<file path="config.mk">
export PLATFORM = sky130hd
export DESIGN_NAME = exec_unit_top
export DESIGN_NICKNAME = d
export VERILOG_FILES = /design/src/rtl/exec_pkg.sv /design/src/rtl/exec_decode.sv /design/src/rtl/exec_alu.sv /design/src/rtl/exec_outstage.sv /design/src/rtl/exec_unit_top.sv
export SDC_FILE = /design/constraint.sdc
export NUM_CORES = 1
export LEC_CHECK = 0
export ABC_AREA = 1
export CAP_MARGIN = 20
export CORE_UTILIZATION = 60
export DETAILED_ROUTE_END_ITERATION = 8
export GPL_ROUTABILITY_DRIVEN = 0
export GPL_TIMING_DRIVEN = 0
export HOLD_SLACK_MARGIN = 0.08
export PLACE_DENSITY = 0.88
export SLEW_MARGIN = 30
export SYNTH_ARGS = -nofsm -noshare
export SYNTH_HDL_FRONTEND = slang
export SYNTH_HIERARCHICAL = 1
export SYNTH_SLANG_ARGS = --single-unit
</file>
<file path="constraint.sdc">
create_clock -name clk -period 3.1 [get_ports clk]
set_input_delay 0.62 -clock clk [delete_from_list [all_inputs] [get_ports clk]]
set_output_delay 0.62 -clock clk [all_outputs]
set_load 0.02 [all_outputs]
</file>
<file path="src/rtl/exec_pkg.sv">
package exec_pkg;
  localparam int unsigned OPW = 6;

  localparam logic [OPW-1:0] OP_ADD_R  = 6'b001110;
  localparam logic [OPW-1:0] OP_ADD_S  = 6'b010010;
  localparam logic [OPW-1:0] OP_ADD_L  = 6'b110000;
  localparam logic [OPW-1:0] OP_AND_R  = 6'b001010;
  localparam logic [OPW-1:0] OP_AND_L  = 6'b110110;
  localparam logic [OPW-1:0] OP_CMP_R  = 6'b001111;
  localparam logic [OPW-1:0] OP_CMP_S  = 6'b010011;

  // flag bit positions inside the 4-bit flag word
  localparam int unsigned FL_CY = 3;
  localparam int unsigned FL_OV = 2;
  localparam int unsigned FL_S  = 1;
  localparam int unsigned FL_Z  = 0;

  typedef enum logic [1:0] {
    K_ADD = 2'd0,
    K_SUB = 2'd1,
    K_AND = 2'd2,
    K_BAD = 2'd3
  } alu_kind_e;
endpackage

</file>
<file path="src/rtl/exec_decode.sv">
module exec_decode
  import exec_pkg::*;
#(
  parameter int unsigned XLEN = 32,
  parameter int unsigned IDXW = 5,
  parameter int unsigned HWW  = 16
) (
  input  logic [HWW-1:0]  hw0,
  input  logic [HWW-1:0]  hw1,
  input  logic [XLEN-1:0] rs1_val,
  input  logic [XLEN-1:0] rs2_val,
  output alu_kind_e       kind,
  output logic [XLEN-1:0] opnd_x,
  output logic [XLEN-1:0] opnd_y,
  output logic [IDXW-1:0] dest_idx,
  output logic            wants_write
);
  localparam int unsigned OP_LO = IDXW;
  localparam int unsigned OP_HI = IDXW + OPW - 1;

  logic [OPW-1:0]  opcode;
  logic [IDXW-1:0] short_imm;
  logic [XLEN-1:0] short_sx;
  logic [XLEN-1:0] long_sx;
  logic [XLEN-1:0] long_zx;

  assign opcode    = hw0[OP_HI:OP_LO];
  assign short_imm = hw0[IDXW-1:0];
  assign dest_idx  = hw0[HWW-1:HWW-IDXW];
  assign short_sx  = {{(XLEN-IDXW){short_imm[IDXW-1]}}, short_imm};
  assign long_sx   = {{(XLEN-HWW){hw1[HWW-1]}}, hw1};
  assign long_zx   = {{(XLEN-HWW){1'b0}}, hw1};

  always_comb begin
    kind        = K_BAD;
    opnd_x      = rs2_val;
    opnd_y      = rs1_val;
    wants_write = 1'b0;
    unique case (opcode)
      OP_ADD_R: begin kind = K_ADD; wants_write = 1'b1; end
      OP_ADD_S: begin kind = K_ADD; opnd_y = short_sx; wants_write = 1'b1; end
      OP_ADD_L: begin kind = K_ADD; opnd_x = rs1_val; opnd_y = long_sx; wants_write = 1'b1; end
      OP_AND_R: begin kind = K_AND; wants_write = 1'b1; end
      OP_AND_L: begin kind = K_AND; opnd_x = rs1_val; opnd_y = long_zx; wants_write = 1'b1; end
      OP_CMP_R: begin kind = K_SUB; end
      OP_CMP_S: begin kind = K_SUB; opnd_y = short_sx; end
      default:  begin kind = K_BAD; end
    endcase
  end
endmodule

</file>
<file path="src/rtl/exec_alu.sv">
module exec_alu
  import exec_pkg::*;
#(
  parameter int unsigned XLEN = 32
) (
  input  alu_kind_e       kind,
  input  logic [XLEN-1:0] x,
  input  logic [XLEN-1:0] y,
  input  logic [3:0]      flags_in,
  output logic [XLEN-1:0] result,
  output logic [3:0]      flags_out
);
  localparam int unsigned MSB = XLEN - 1;

  logic [XLEN:0] sum_w;
  logic [XLEN:0] dif_w;
  logic          add_ov;
  logic          sub_ov;

  assign sum_w  = {1'b0, x} + {1'b0, y};
  assign dif_w  = {1'b0, x} - {1'b0, y};
  assign add_ov = (x[MSB] == y[MSB]) && (sum_w[MSB] != x[MSB]);
  assign sub_ov = (x[MSB] != y[MSB]) && (dif_w[MSB] != x[MSB]);

  always_comb begin
    result    = '0;
    flags_out = flags_in;
    unique case (kind)
      K_ADD: begin
        result           = sum_w[XLEN-1:0];
        flags_out[FL_CY] = sum_w[XLEN];
        flags_out[FL_OV] = add_ov;
      end
      K_SUB: begin
        result           = dif_w[XLEN-1:0];
        flags_out[FL_CY] = dif_w[XLEN];
        flags_out[FL_OV] = sub_ov;
      end
      K_AND: begin
        result           = x & y;
        flags_out[FL_OV] = 1'b0;
      end
      default: begin
        result = '0;
      end
    endcase
    if (kind != K_BAD) begin
      flags_out[FL_S] = result[MSB];
      flags_out[FL_Z] = (result == '0);
    end
  end
endmodule

</file>
<file path="src/rtl/exec_outstage.sv">
module exec_outstage #(
  parameter int unsigned XLEN = 32,
  parameter int unsigned IDXW = 5
) (
  input  logic            clk,
  input  logic            rst_n,
  input  logic            take,
  input  logic            drain,
  input  logic            nxt_we,
  input  logic [IDXW-1:0] nxt_idx,
  input  logic [XLEN-1:0] nxt_data,
  input  logic            nxt_ill,
  input  logic [3:0]      nxt_flags,
  output logic            vld,
  output logic            we,
  output logic [IDXW-1:0] idx,
  output logic [XLEN-1:0] data,
  output logic            ill,
  output logic [3:0]      flags
);
  always_ff @(posedge clk or negedge rst_n) begin
    if (!rst_n) begin
      vld   <= 1'b0;
      we    <= 1'b0;
      idx   <= '0;
      data  <= '0;
      ill   <= 1'b0;
      flags <= '0;
    end else if (take) begin
      vld  <= 1'b1;
      we   <= nxt_we;
      idx  <= nxt_idx;
      data <= nxt_data;
      ill  <= nxt_ill;
      if (!nxt_ill) flags <= nxt_flags;
    end else if (drain) begin
      vld <= 1'b0;
    end
  end
endmodule

</file>
<file path="src/rtl/exec_unit_top.sv">
module exec_unit_top
  import exec_pkg::*;
#(
  parameter int unsigned XLEN = 32,
  parameter int unsigned IDXW = 5,
  parameter int unsigned HWW  = 16
) (
  input  logic            clk,
  input  logic            rst_n,
  input  logic            in_valid,
  output logic            in_ready,
  input  logic [HWW-1:0]  in_hw0,
  input  logic [HWW-1:0]  in_hw1,
  input  logic [XLEN-1:0] in_rs1_val,
  input  logic [XLEN-1:0] in_rs2_val,
  output logic            out_valid,
  input  logic            out_ready,
  output logic            out_wr_en,
  output logic [IDXW-1:0] out_wr_idx,
  output logic [XLEN-1:0] out_wr_data,
  output logic            out_illegal,
  output logic [3:0]      out_flags
);
  alu_kind_e       kind;
  logic [XLEN-1:0] opnd_x;
  logic [XLEN-1:0] opnd_y;
  logic [IDXW-1:0] dest_idx;
  logic            wants_write;
  logic [XLEN-1:0] alu_res;
  logic [3:0]      alu_flags;
  logic            take;
  logic            is_bad;
  logic            do_write;

  assign in_ready = !out_valid || out_ready;
  assign take     = in_valid && in_ready;
  assign is_bad   = (kind == K_BAD);
  assign do_write = wants_write && (dest_idx != '0);

  exec_decode #(.XLEN(XLEN), .IDXW(IDXW), .HWW(HWW)) u_dec (
    .hw0(in_hw0), .hw1(in_hw1), .rs1_val(in_rs1_val), .rs2_val(in_rs2_val),
    .kind(kind), .opnd_x(opnd_x), .opnd_y(opnd_y),
    .dest_idx(dest_idx), .wants_write(wants_write)
  );

  exec_alu #(.XLEN(XLEN)) u_alu (
    .kind(kind), .x(opnd_x), .y(opnd_y), .flags_in(out_flags),
    .result(alu_res), .flags_out(alu_flags)
  );

  exec_outstage #(.XLEN(XLEN), .IDXW(IDXW)) u_out (
    .clk(clk), .rst_n(rst_n), .take(take), .drain(out_ready),
    .nxt_we(do_write), .nxt_idx(dest_idx), .nxt_data(alu_res),
    .nxt_ill(is_bad), .nxt_flags(alu_flags),
    .vld(out_valid), .we(out_wr_en), .idx(out_wr_idx), .data(out_wr_data),
    .ill(out_illegal), .flags(out_flags)
  );
endmodule

</file>
==> qor.txt, run 1 <==
Yosys warning total - 6
syn nets - 1894
I/O pins - 145
pre-CTS WS - -1.703 ns
port bufs - 138
Post-Synth XOR/XNOR Area - 0.09602%
vias in the first global route - 17200
Stop stage - 5_1_grt
largest family of logic cells by synthesized area - simple AND/OR/NAND/NOR gates
total track usage - 83.14%
H-Tree Depth - 2
Num CTS Buffers - 5
outcome - aborted with a tool error
post-DP HPWL - 25250 um
Post-synth EDFFs - 0
synthesized area - 9121 sq um
first-pass GRT wire length - 100500 um
ys async rst share - 100.0%
Simple-Gate Fraction of Synth Area - 53.77%
Stop Error - [ERROR GRT-0116] Global routing finished with congestion. Check the congestion regions in the DRC Viewer.
Synth area leader - nand2_1
Netlist cell types - 39
cell count after synthesis - 1727
main area contributors after synthesis - nand2_1 (27%), dfrtp_1 (12%), inv_1 (11%)
Site Rows - 44
post-synthesis adder-cell area fraction - 9.355%
top_reg_cell synth - dfrtp_1
Mean Syn Cell Area - 5.282 sq um
Die H - 125.3 um
largest net degree at the start of global routing - 31
Die W - 125.3 um
most frequent cell after synthesis - nand2_1
Max Root-Sink Buffers - 2
root buf cell - clkbuf_16
Synth Area in Compound Gates - 6.941%
sequential fraction of the synthesis area - 12.07%
Post-synth top cells - nand2_1 (663), inv_1 (273), nand3_1 (181)
top cell type's share of synthesized area - 27.28%
Seq cells post-synth - 44
initial core utilization - 62.05%
grt ovf - 12
mux cell area share after synthesis - 0%
CTS Sinks - 44
[stage by stage]
step / cell area (sq um) / hold WS [ns] / instances / setup TNS (ns) / util [%]
after floorplan: 9173 / 0.3244 / 1727 / -0.4059 / -
after global placement: 10780 / 0.4529 / 2049 / -34.34 / 73.37
after detailed placement: 10800 / 0.4577 / 2050 / -36.48 / 73.47
after CTS: 13760 / 0.2426 / 2188 / -2.383 / 93.63
[cell families after synthesis]
group,Yosys count
adders and majority gates,67
buffers and inverters,355
xor gates and xnor gates,1
AOI/OAI and AO/OA,113
and+or+nand+nor,1147
DFF,44
[metal layers]
metal  GRT usage [%]  overflow
met1           82.36         0
met3           72.36         0
met2           95.60         3
met5           49.23         0
met4           84.00         9
[timing repair]
item | CTS
setup buffers | 126
hold endpoints to repair | 0
resized for setup | 523
pin swaps | 201
hold buffers | 0
gates cloned | 7
setup endpoints to repair | 35
==> run 2, diff against run 1 <==
--- a/config.mk
+++ b/config.mk
@@ -7,12 +7,11 @@
 export LEC_CHECK = 0
 export ABC_AREA = 1
 export CAP_MARGIN = 20
-export CORE_UTILIZATION = 60
+export CORE_UTILIZATION = 40
 export DETAILED_ROUTE_END_ITERATION = 8
 export GPL_ROUTABILITY_DRIVEN = 0
 export GPL_TIMING_DRIVEN = 0
-export HOLD_SLACK_MARGIN = 0.08
-export PLACE_DENSITY = 0.88
+export PLACE_DENSITY_LB_ADDON = 0.15
 export SLEW_MARGIN = 30
 export SYNTH_ARGS = -nofsm -noshare
 export SYNTH_HDL_FRONTEND = slang
==> run 2 against run 1 <==
The flow now finishes, with violations (setup timing); synthesized cell count unchanged; area after synthesis unchanged.
==> qor.txt, run 2 <==
largest net degree at the start of global routing - 45
average wire per standard cell - 16.80 um
pre-CTS WS - -1.711 ns (-0.007410 ns)
vias - 12590
RSZ-0062 raised after global routing - true
post-DP HPWL - 27170 um (+7.6%)
vias in the first global route - 11420
placed cell areas - 10900 sq um (+0.95%)
Setup Skew - 0.004269 ns
Final Hold Fails - 0
nets@finish - 2180
ys async rst share - 100.0% (unchanged)
CTS tree - built
Worst Setup Path Type - in -> reg
initial antenna violation count - 0
Setup-failing EPs final - 24
Die ar. - 23410 sq um
port bufs - 138 (unchanged)
CTS Sinks - 44 (unchanged)
Post-synth EDFFs - 0 (unchanged)
Die W - 153.0 um (+22%)
GRT met1 Usage - 39.62%
GR peak layer - met2
total track usage - 30.24%
global routing usage on met3 - 3.062%
main area contributors after synthesis - nand2_1 (27%), dfrtp_1 (12%), inv_1 (11%)
most frequent cells in the layout - nand2_1 (505), inv_1 (200), clkdlybuf4s50_1 (131)
worst hold path type - in -> async
commonest non-fill, non-tap cell in the layout - nand2_1
Min Hold Slack - 0.3065 ns
Design Area, Final - 14920 sq um
worst-path maximum fanout - 8
met2 Usage GRT - 50.15%
Hold Buf Count CTS - 0 (unchanged)
H-Tree Depth - 2 (unchanged)
Pleak - 7.815 nW
cell count after placement - 2145 (+4.6%)
first-pass GRT wire length - 56820 um
most frequent cell after synthesis - nand2_1
Num CTS Buffers - 5 (unchanged)
Die H - 153.0 um (+22%)
Seq cells post-synth - 44 (unchanged)
slew margin rel. - 51.77%
Post-synth top cells - nand2_1 (663), inv_1 (273), nand3_1 (181)
Max Root-Sink Buffers - 2 (unchanged)
root buf cell - clkbuf_16
Vias per Instance - 5.488
grt ovf - 0
violated checks - setup timing
crit start category - primary input
cell count after synthesis - 1727 (unchanged)
Non-Filler Instances - 2294
sequential fraction of the synthesis area - 12.07% (unchanged)
Slew Limit Fails - 0
drt first-iter violations - 1241
Mean Syn Cell Area - 5.282 sq um (unchanged)
initial core utilization - 41.28% (-21 points)
layout cell share with drive strength beyond 1 - 37.93%
outcome - complete, but fails checks
top flop regs - u_out/data (32), u_out/idx (5), u_out/flags (4)
diode count - 0
PD cells - 288.0 nW/um^2
Netlist cell types - 39 (unchanged)
Reg with most FFs - u_out/data
syn nets - 1894 (unchanged)
top_reg_cell synth - dfrtp_1
VDD IR max - 185.6 uV
clock latency on the worst-skew pair - 0.29 ns
synthesized area - 9121 sq um (unchanged)
DRC - 0
WL final - 38530 um
Area growth syn-to-layout - 63.55%
I/O pins - 145 (unchanged)
Routed Antenna Nets - 0
Setup crit end kind - register
Final period util - 117.6%
max reg flops - 32
Pre-antenna DRT Iters - 6
top cell type's share of synthesized area - 27.28% (unchanged)
Max-Cap Viols - 0
Yosys warning total - 6 (unchanged)
fmax - 0.2744 GHz
Final min period - 3.644 ns
arrival time worst endpoint - 3.87 ns
Synth area leader - nand2_1
CP required - 3.33 ns
worst-margin pin slew - 0.7234 ns
CTS clk-pin slew, worst paths - 0.07 ns
Final WS setup - -0.5441 ns
total power - 0.004297 W
Site Rows - 54 (+23%)
core area - 22090 sq um
[run 2: cell counts after synthesis]
No cell type changed its count.
[run 2: path summary, 6_finish.rpt]
| kind | depth (start not counted) | start | slack [ns] | to |
|---|---|---|---|---|
| setup / recovery | 27 | in_hw0[8] | -0.54 | u_out/flags[0] |
| hold / removal | 1 | rst_n | 0.31 | u_out/idx[2] |
| setup reg to reg | 6 | u_out/vld | 1.81 | u_out/data[21] |
| hold reg to reg | 2 | u_out/idx[2] | 0.47 | u_out/idx[2] |
| max in group asynchronous | 1 | rst_n | 2.40 | u_out/data[30] |
| min in group clk | 2 | u_out/idx[2] | 0.47 | u_out/idx[2] |
[run 2: cell type report]
type	count	area (sq um)
well taps	280	350.3
multi-input cells	1328	8696
fillers	1875	7176
clock inverters	3	46.29
clock buffers	5	125.1
plain buffers	66	812.0
repair buffers	285	2696
flip-flops and latches	44	1101
inverters	283	1091
[run 2: worst max-delay path, stage by stage]
cell        delay, ns
buf_8            0.11
nor2_4           0.15
buf_6            0.12
nand4_1          0.25
o21ai_1          0.20
inv_2            0.12
buf_6            0.16
nand2_4          0.07
inv_4            0.04
ha_4             0.27
buf_12           0.15
clkinvlp_4       0.13
a21oi_2          0.22
o21ai_2          0.13
inv_1            0.11
o21ai_2          0.07
a21oi_2          0.16
nand3_1          0.11
nand3_2          0.09
nand2_2          0.06
inv_2            0.06
nand2_1          0.06
nor2_2           0.11
nand3_2          0.08
nand2_1          0.06
nand3_1          0.07
nand2_1          0.07
[run 2: timing repair]
action,in CTS,in global routing
pin swaps,172,227
hold endpoints to repair,0,0
endpoints found under the setup margin,35,31
buffers inserted,101,36
gates resized for setup,450,323
gates cloned,11,2
[run 2: layer usage]
| metal | vias to the layer above | wire length, um |
|---|---|---|
| met5 | - | 0 |
| met4 | 0 | 1958 |
| met3 | 165 | 3533 |
| met2 | 771 | 17600 |
| met1 | 5712 | 15440 |
| li1 | 5941 | - |
[run 2: stage by stage]
stage | setup TNS, ns | util, %
6_report | -6.048 | 67.52
5_1_grt | -11.33 | 67.52
4_1_cts | -2.807 | 61.32
3_5_place_dp | -38.06 | 49.34
3_3_place_gp | -37.09 | 49.35
2_1_floorplan | -0.4059 | -
[run 2: cells by family after synthesis]
| family | synth area share [%] |
|---|---|
| DFF | 12.07 |
| adders and majority gates | 9.355 |
| AOI/OAI and AO/OA | 6.941 |
| and+or+nand+nor | 53.77 |
| buffers and inverters | 17.76 |
| xor gates and xnor gates | 0.09604 |
[run 2: report_power, final]
part	switching [W]	total (W)	internal, W
Clock	0.000224	0.000606	0.000383
Sequential	0.0000359	0.000666	0.000630
Combinational	0.00179	0.00302	0.00123
(Power assumes the default switching activity.)
==> run 3, diff against run 2 <==
--- a/config.mk
+++ b/config.mk
@@ -7,12 +7,13 @@
 export LEC_CHECK = 0
 export ABC_AREA = 1
 export CAP_MARGIN = 20
+export CORE_MARGIN = 1.5
 export CORE_UTILIZATION = 40
 export DETAILED_ROUTE_END_ITERATION = 8
 export GPL_ROUTABILITY_DRIVEN = 0
 export GPL_TIMING_DRIVEN = 0
 export PLACE_DENSITY_LB_ADDON = 0.15
-export SLEW_MARGIN = 30
+export SLEW_MARGIN = 20
 export SYNTH_ARGS = -nofsm -noshare
 export SYNTH_HDL_FRONTEND = slang
 export SYNTH_HIERARCHICAL = 1
==> run 3 against run 2 <==
Total power is 0.15% lower; the flow still finishes with violations (setup timing); non-clock buffer count is 6 lower; highest routed layer unchanged; clock-buffer cell count rose by 2; clock power is 13% lower; critical path depth grew 3; global-route usage is 1.5 points lower; utilization fell by 0.57 points; largest cell class unchanged.
==> qor.txt, run 3 (synthesized netlist as in run 2, its figures left out) <==
total track usage - 28.75% (-1.5 points)
PD cells - 284.8 nW/um^2 (-1.1%)
Pre-antenna DRT Iters - 8 (+2)
slew margin rel. - 52.33% (+0.56 points)
DRC - 0 (unchanged)
Final Hold Fails - 0 (unchanged)
Setup Skew - 0.001994 ns (-0.002275 ns)
Non-Filler Instances - 2293 (-0.044%)
Finished Core Util - 66.95% (-0.57 points)
Vias per Instance - 5.407 (-1.5%)
Reg with most FFs - u_out/data
Worst Setup Path Type - in -> reg
worst-path maximum fanout - 6 (-2)
violated checks - setup timing
outcome - complete, but fails checks
vias in the first global route - 10870 (-4.8%)
Max Root-Sink Buffers - 2 (unchanged)
root buf cell - clkbuf_16
layout cell share with drive strength beyond 1 - 39.94% (+2.0 points)
crit start category - primary input
CP required - 3.33 ns (about the same)
vias - 12400 (-1.5%)
Die H - 154.0 um (+0.65%)
Num CTS Buffers - 5 (unchanged)
Setup crit end kind - register
initial core utilization - 40.53% (-0.75 points)
grt ovf - 0 (unchanged)
most frequent cells in the layout - nand2_1 (477), inv_1 (192), nand2_2 (164)
fmax - 0.2770 GHz (+0.95%)
R2R Path Start - u_out/vld
R2R depth - 6 (unchanged)
top flop regs - u_out/data (32), u_out/idx (5), u_out/flags (4)
placed cell areas - 10930 sq um (+0.22%)
worst hold path type - in -> async
cell count after placement - 2151 (+0.28%)
CP max-delay cell - ha_1
Setup-failing EPs final - 23 (-4.2%)
worst-margin pin slew - 0.7151 ns (-0.008342 ns)
Area growth syn-to-layout - 65.17%
Top cell by count, worst path - nand2_1
Routed Antenna Nets - 0 (unchanged)
Pleak - 7.713 nW (-1.3%)
core area - 22500 sq um (+1.9%)
CTS tree - built
critical path's largest stage delay - 0.20 ns (-0.07 ns)
CTS Sinks - 44 (unchanged)
Max-Cap Viols - 0 (unchanged)
Design Area, Final - 15070 sq um (+0.99%)
Final WS setup - -0.5099 ns (+0.03422 ns)
RR Endpoint - u_out/data[24]
Slew Limit Fails - 0 (unchanged)
CTS clk-pin slew, worst paths - 0.06 ns (about the same)
initial antenna violation count - 0 (unchanged)
port bufs - 138 (unchanged)
commonest non-fill, non-tap cell in the layout - nand2_1
VDD IR max - 265.0 uV (+43%)
arrival time worst endpoint - 3.84 ns (-0.03 ns)
post-DP HPWL - 27330 um (+0.60%)
largest net degree at the start of global routing - 31 (-31%)
diode count - 0 (unchanged)
Die W - 154.0 um (+0.65%)
RSZ-0062 raised after global routing - true
pre-CTS WS - -1.787 ns (-0.07641 ns)
Site Rows - 55 (+1.9%)
drt first-iter violations - 1125 (-9.3%)
max reg flops - 32 (unchanged)
WL final - 38860 um (+0.85%)
average wire per standard cell - 16.95 um (+0.89%)
clock latency on the worst-skew pair - 0.28 ns (about the same)
Final period util - 116.4% (-1.1 points)
H-Tree Depth - 2 (unchanged)
Die ar. - 23720 sq um (+1.3%)
first-pass GRT wire length - 54770 um (-3.6%)
nets@finish - 2174 (-0.28%)
R2R Setup Slk - 1.85 ns (+0.04 ns)
I/O pins - 145 (unchanged)
total power - 0.004290 W (-0.15%)
Final min period - 3.610 ns (-0.03422 ns)
[run 3: area by class of cell]
type,count,area (sq um)
Multi-Input combinational cell,1328,8897
Fill cell,1916,7437
Timing Repair Buffer,276,2591
Inverter,283,1122
Sequential cell,44,1101
Buffer,69,847.1
Tap cell,285,356.6
Clock buffer,7,142.6
Clock inverter,1,7.507
[run 3: how the worst max path moves through the flow]
stage / startpoint / to
detailed placement: in_hw0[8] / u_out/flags[0]
global placement: in_hw0[7] / u_out/flags[0]
floorplan: in_hw0[9] / u_out/flags[0]
finish: in_hw0[8] / u_out/flags[0]
global route: in_hw0[8] / u_out/flags[0]
CTS: in_hw0[7] / u_out/flags[0]
[run 3: power breakdown]
group | switching (W) | leakage (nW) | internal [W] | total [W]
sequential | 0.0000349 | 0.593 | 0.000631 | 0.000665
clock | 0.000206 | 0.0701 | 0.000320 | 0.000527
combinational | 0.00184 | 7.05 | 0.00125 | 0.00310
total | 0.00208 | 7.71 | 0.00221 | 0.00429
[run 3: metrics by stage]
step	hold WS, ns	TNS (ns)
after CTS	0.2403	-1.402
after floorplan	0.3244	-0.4059
final	0.2415	-3.378
after detailed placement	0.4574	-39.58
after global placement	0.4518	-37.32
after global routing	0.2613	-7.036
[run 3: routing by layer]
| metal | vias up | part of all wire, % | track usage, % |
|---|---|---|---|
| met4 | 0 | 5.2 | 10.73 |
| met5 | - | 0 | 0 |
| met2 | 739 | 45 | 47.17 |
| met3 | 157 | 9.3 | 3.016 |
| li1 | 5934 | - | - |
| met1 | 5568 | 40 | 38.85 |
[run 3: what timing repair did]
item / 4_1_cts / 5_1_grt
hold buffers: 0 / 0
setup endpoints to repair: 35 / 32
pin swaps: 104 / 245
setup buffers: 76 / 59
gates cloned: 6 / 2
resized for setup: 320 / 535
[run 3: critical path, delay by kind of cell]
| family | cells | cell delay (ns) |
|---|---|---|
| buffers and inverters | 7 | 0.92 |
| adders and majority gates | 1 | 0.20 |
| and+or+nand+nor | 22 | 2.06 |
==> run 4, diff against run 3 <==
--- a/config.mk
+++ b/config.mk
@@ -10,7 +10,6 @@
 export CORE_MARGIN = 1.5
 export CORE_UTILIZATION = 40
 export DETAILED_ROUTE_END_ITERATION = 8
-export GPL_ROUTABILITY_DRIVEN = 0
 export GPL_TIMING_DRIVEN = 0
 export PLACE_DENSITY_LB_ADDON = 0.15
 export SLEW_MARGIN = 20
==> run 4 against run 3 <==
The run still ends with setup timing left; clock power about the same; maximum frequency shrank 3.6%; global-route usage rose by 2.8 points; via count fell by 1.4%; cell count rose by 1.2%; worst hold slack got worse by 0.015 ns; largest power group unchanged.
==> qor.txt, run 4 (synthesized netlist as in run 2, its figures left out) <==
outcome - complete, but fails checks
violated checks - setup timing
CP max-delay cell - ha_4
VDD IR max - 184.5 uV (-30%)
post-DP HPWL - 29800 um (+9.0%)
layout cell share with drive strength beyond 1 - 40.32% (+0.38 points)
worst-margin pin slew - 0.8054 ns (+0.09036 ns)
grt ovf - 0 (unchanged)
Setup crit end kind - register
port bufs - 138 (unchanged)
Setup-failing EPs final - 26 (+13%)
Pleak - 7.810 nW (+1.3%)
crit start category - primary input
nets@finish - 2202 (+1.3%)
pre-CTS WS - -1.942 ns (-0.1548 ns)
largest net degree at the start of global routing - 32 (+3.2%)
arrival time worst endpoint - 3.97 ns (+0.13 ns)
average wire per standard cell - 17.15 um (+1.2%)
Num CTS Buffers - 5 (unchanged)
CTS tree - built
first-pass GRT wire length - 59200 um (+8.1%)
CTS Sinks - 44 (unchanged)
Vias per Instance - 5.267 (-2.6%)
drt first-iter violations - 915 (-19%)
CTS clk-pin slew, worst paths - 0.06 ns (about the same)
GPL Wtd Cong - 0.9817
root buf cell - clkbuf_16
vias in the first global route - 11310 (+4.1%)
Final period util - 120.9% (+4.4 points)
Worst Setup Path Type - in -> reg
initial core utilization - 40.53% (unchanged)
core area - 22500 sq um (unchanged)
commonest non-fill, non-tap cell in the layout - nand2_1
Final Hold Fails - 0 (unchanged)
fmax - 0.2669 GHz (-3.6%)
CP top delay family - simple AND/OR/NAND/NOR gates
Worst Path Buf+Inv - 7 (unchanged)
most frequent cells in the layout - nand2_1 (485), inv_1 (192), buf_4 (156)
setup TNS - -5.949 ns (-2.570 ns)
initial antenna violation count - 0 (unchanged)
DRC - 0 (unchanged)
Finished Core Util - 67.65% (+0.70 points)
Design Area, Final - 15220 sq um (+1.0%)
Min Hold Slack - 0.2266 ns (-0.01486 ns)
critical path's largest stage delay - 0.37 ns (+0.17 ns)
top flop regs - u_out/data (32), u_out/idx (5), u_out/flags (4)
slew margin rel. - 46.30% (-6.0 points)
Max-Cap Viols - 0 (unchanged)
Area growth syn-to-layout - 66.90%
RSZ-0062 raised after global routing - true
Final WS setup - -0.6466 ns (-0.1368 ns)
total track usage - 31.53% (+2.8 points)
vias - 12230 (-1.4%)
placed cell areas - 10930 sq um (unchanged)
Routed Antenna Nets - 0 (unchanged)
H-Tree Depth - 2 (unchanged)
FF/Latch Area - 1101 sq um (unchanged)
PD cells - 284.6 nW/um^2 (about the same)
Setup Skew - 0.004052 ns (+0.002059 ns)
worst-path maximum fanout - 7 (+1)
Slew Limit Fails - 0 (unchanged)
clock latency on the worst-skew pair - 0.28 ns (about the same)
Final min period - 3.747 ns (+0.1368 ns)
I/O pins - 145 (unchanged)
Site Rows - 55 (unchanged)
CP required - 3.33 ns (about the same)
max reg flops - 32 (unchanged)
Hold Buf Count CTS - 0 (unchanged)
Die H - 154.0 um (unchanged)
Reg with most FFs - u_out/data
worst hold path type - in -> async
Die W - 154.0 um (unchanged)
diode count - 0 (unchanged)
Top cell by count, worst path - nand2_1
Max Root-Sink Buffers - 2 (unchanged)
Die ar. - 23720 sq um (unchanged)
fillers - 2025 (+5.7%)
Pre-antenna DRT Iters - 5 (-3)
area of the multi-input gates - 8920 sq um (+0.25%)
WL final - 39820 um (+2.5%)
## run 4: cell type report
| cell class | instances | area share [%] |
|---|---|---|
| multi-input combinational | 1328 | 58.59 |
| timing repair buffer | 305 | 18.07 |
| inverter | 283 | 7.413 |
| sequential | 44 | 7.233 |
| buffer | 68 | 5.359 |
| tap | 285 | 2.342 |
| clock buffer | 7 | 0.9370 |
| clock inverter | 1 | 0.04931 |
## run 4: timing repair
item                       in CTS  in global routing
cloned                          6                  0
resized for setup             502                331
pin swaps                     177                170
setup endpoints to repair      35                 33
setup buffers                 120                 44
## run 4: routing by layer
metal  GRT usage (%)  vias to the layer above  share of wire [%]  wire [um]
li1                -                     5986                  -          -
met1           41.93                     5657                 43      17210
met2           54.82                      509                 48      19020
met3           1.437                       73                6.1       2414
met4           10.08                        0                3.0       1175
met5               0                        -                  0          0
## run 4: worst register-to-register path: stages (launching register included)
cell and delay (ns):
dfrtp_1 0.40, a21boi_0 0.27, buf_6 0.21, inv_8 0.05, buf_6 0.13, nand2_1 0.07, nand2_1 0.05
## run 4: stage by stage
stage / total power (W) / instances
floorplan: 0.001962 / 1727
global placement: 0.002630 / 2150
detailed placement: 0.002646 / 2151
CTS: 0.003855 / 2282
global route: 0.004588 / 2321
finish: 0.004333 / 2321
## run 4: path summary, 6_finish.rpt
check	start	end	slack, ns	cells after the start
setup reg to reg	u_out/vld	u_out/data[11]	1.81	6
setup / recovery	in_hw0[8]	u_out/flags[0]	-0.65	27
hold / removal	rst_n	u_out/data[3]	0.23	1
hold reg to reg	u_out/data[23]	u_out/data[23]	0.47	2
max in group asynchronous	rst_n	u_out/data[23]	2.40	2
min in group clk	u_out/data[23]	u_out/data[23]	0.47	2
## run 4: where the power goes
part	switching (W)	internal [W]
Clock	0.000207	0.000321
Sequential	0.0000347	0.000630
Combinational	0.00185	0.00129
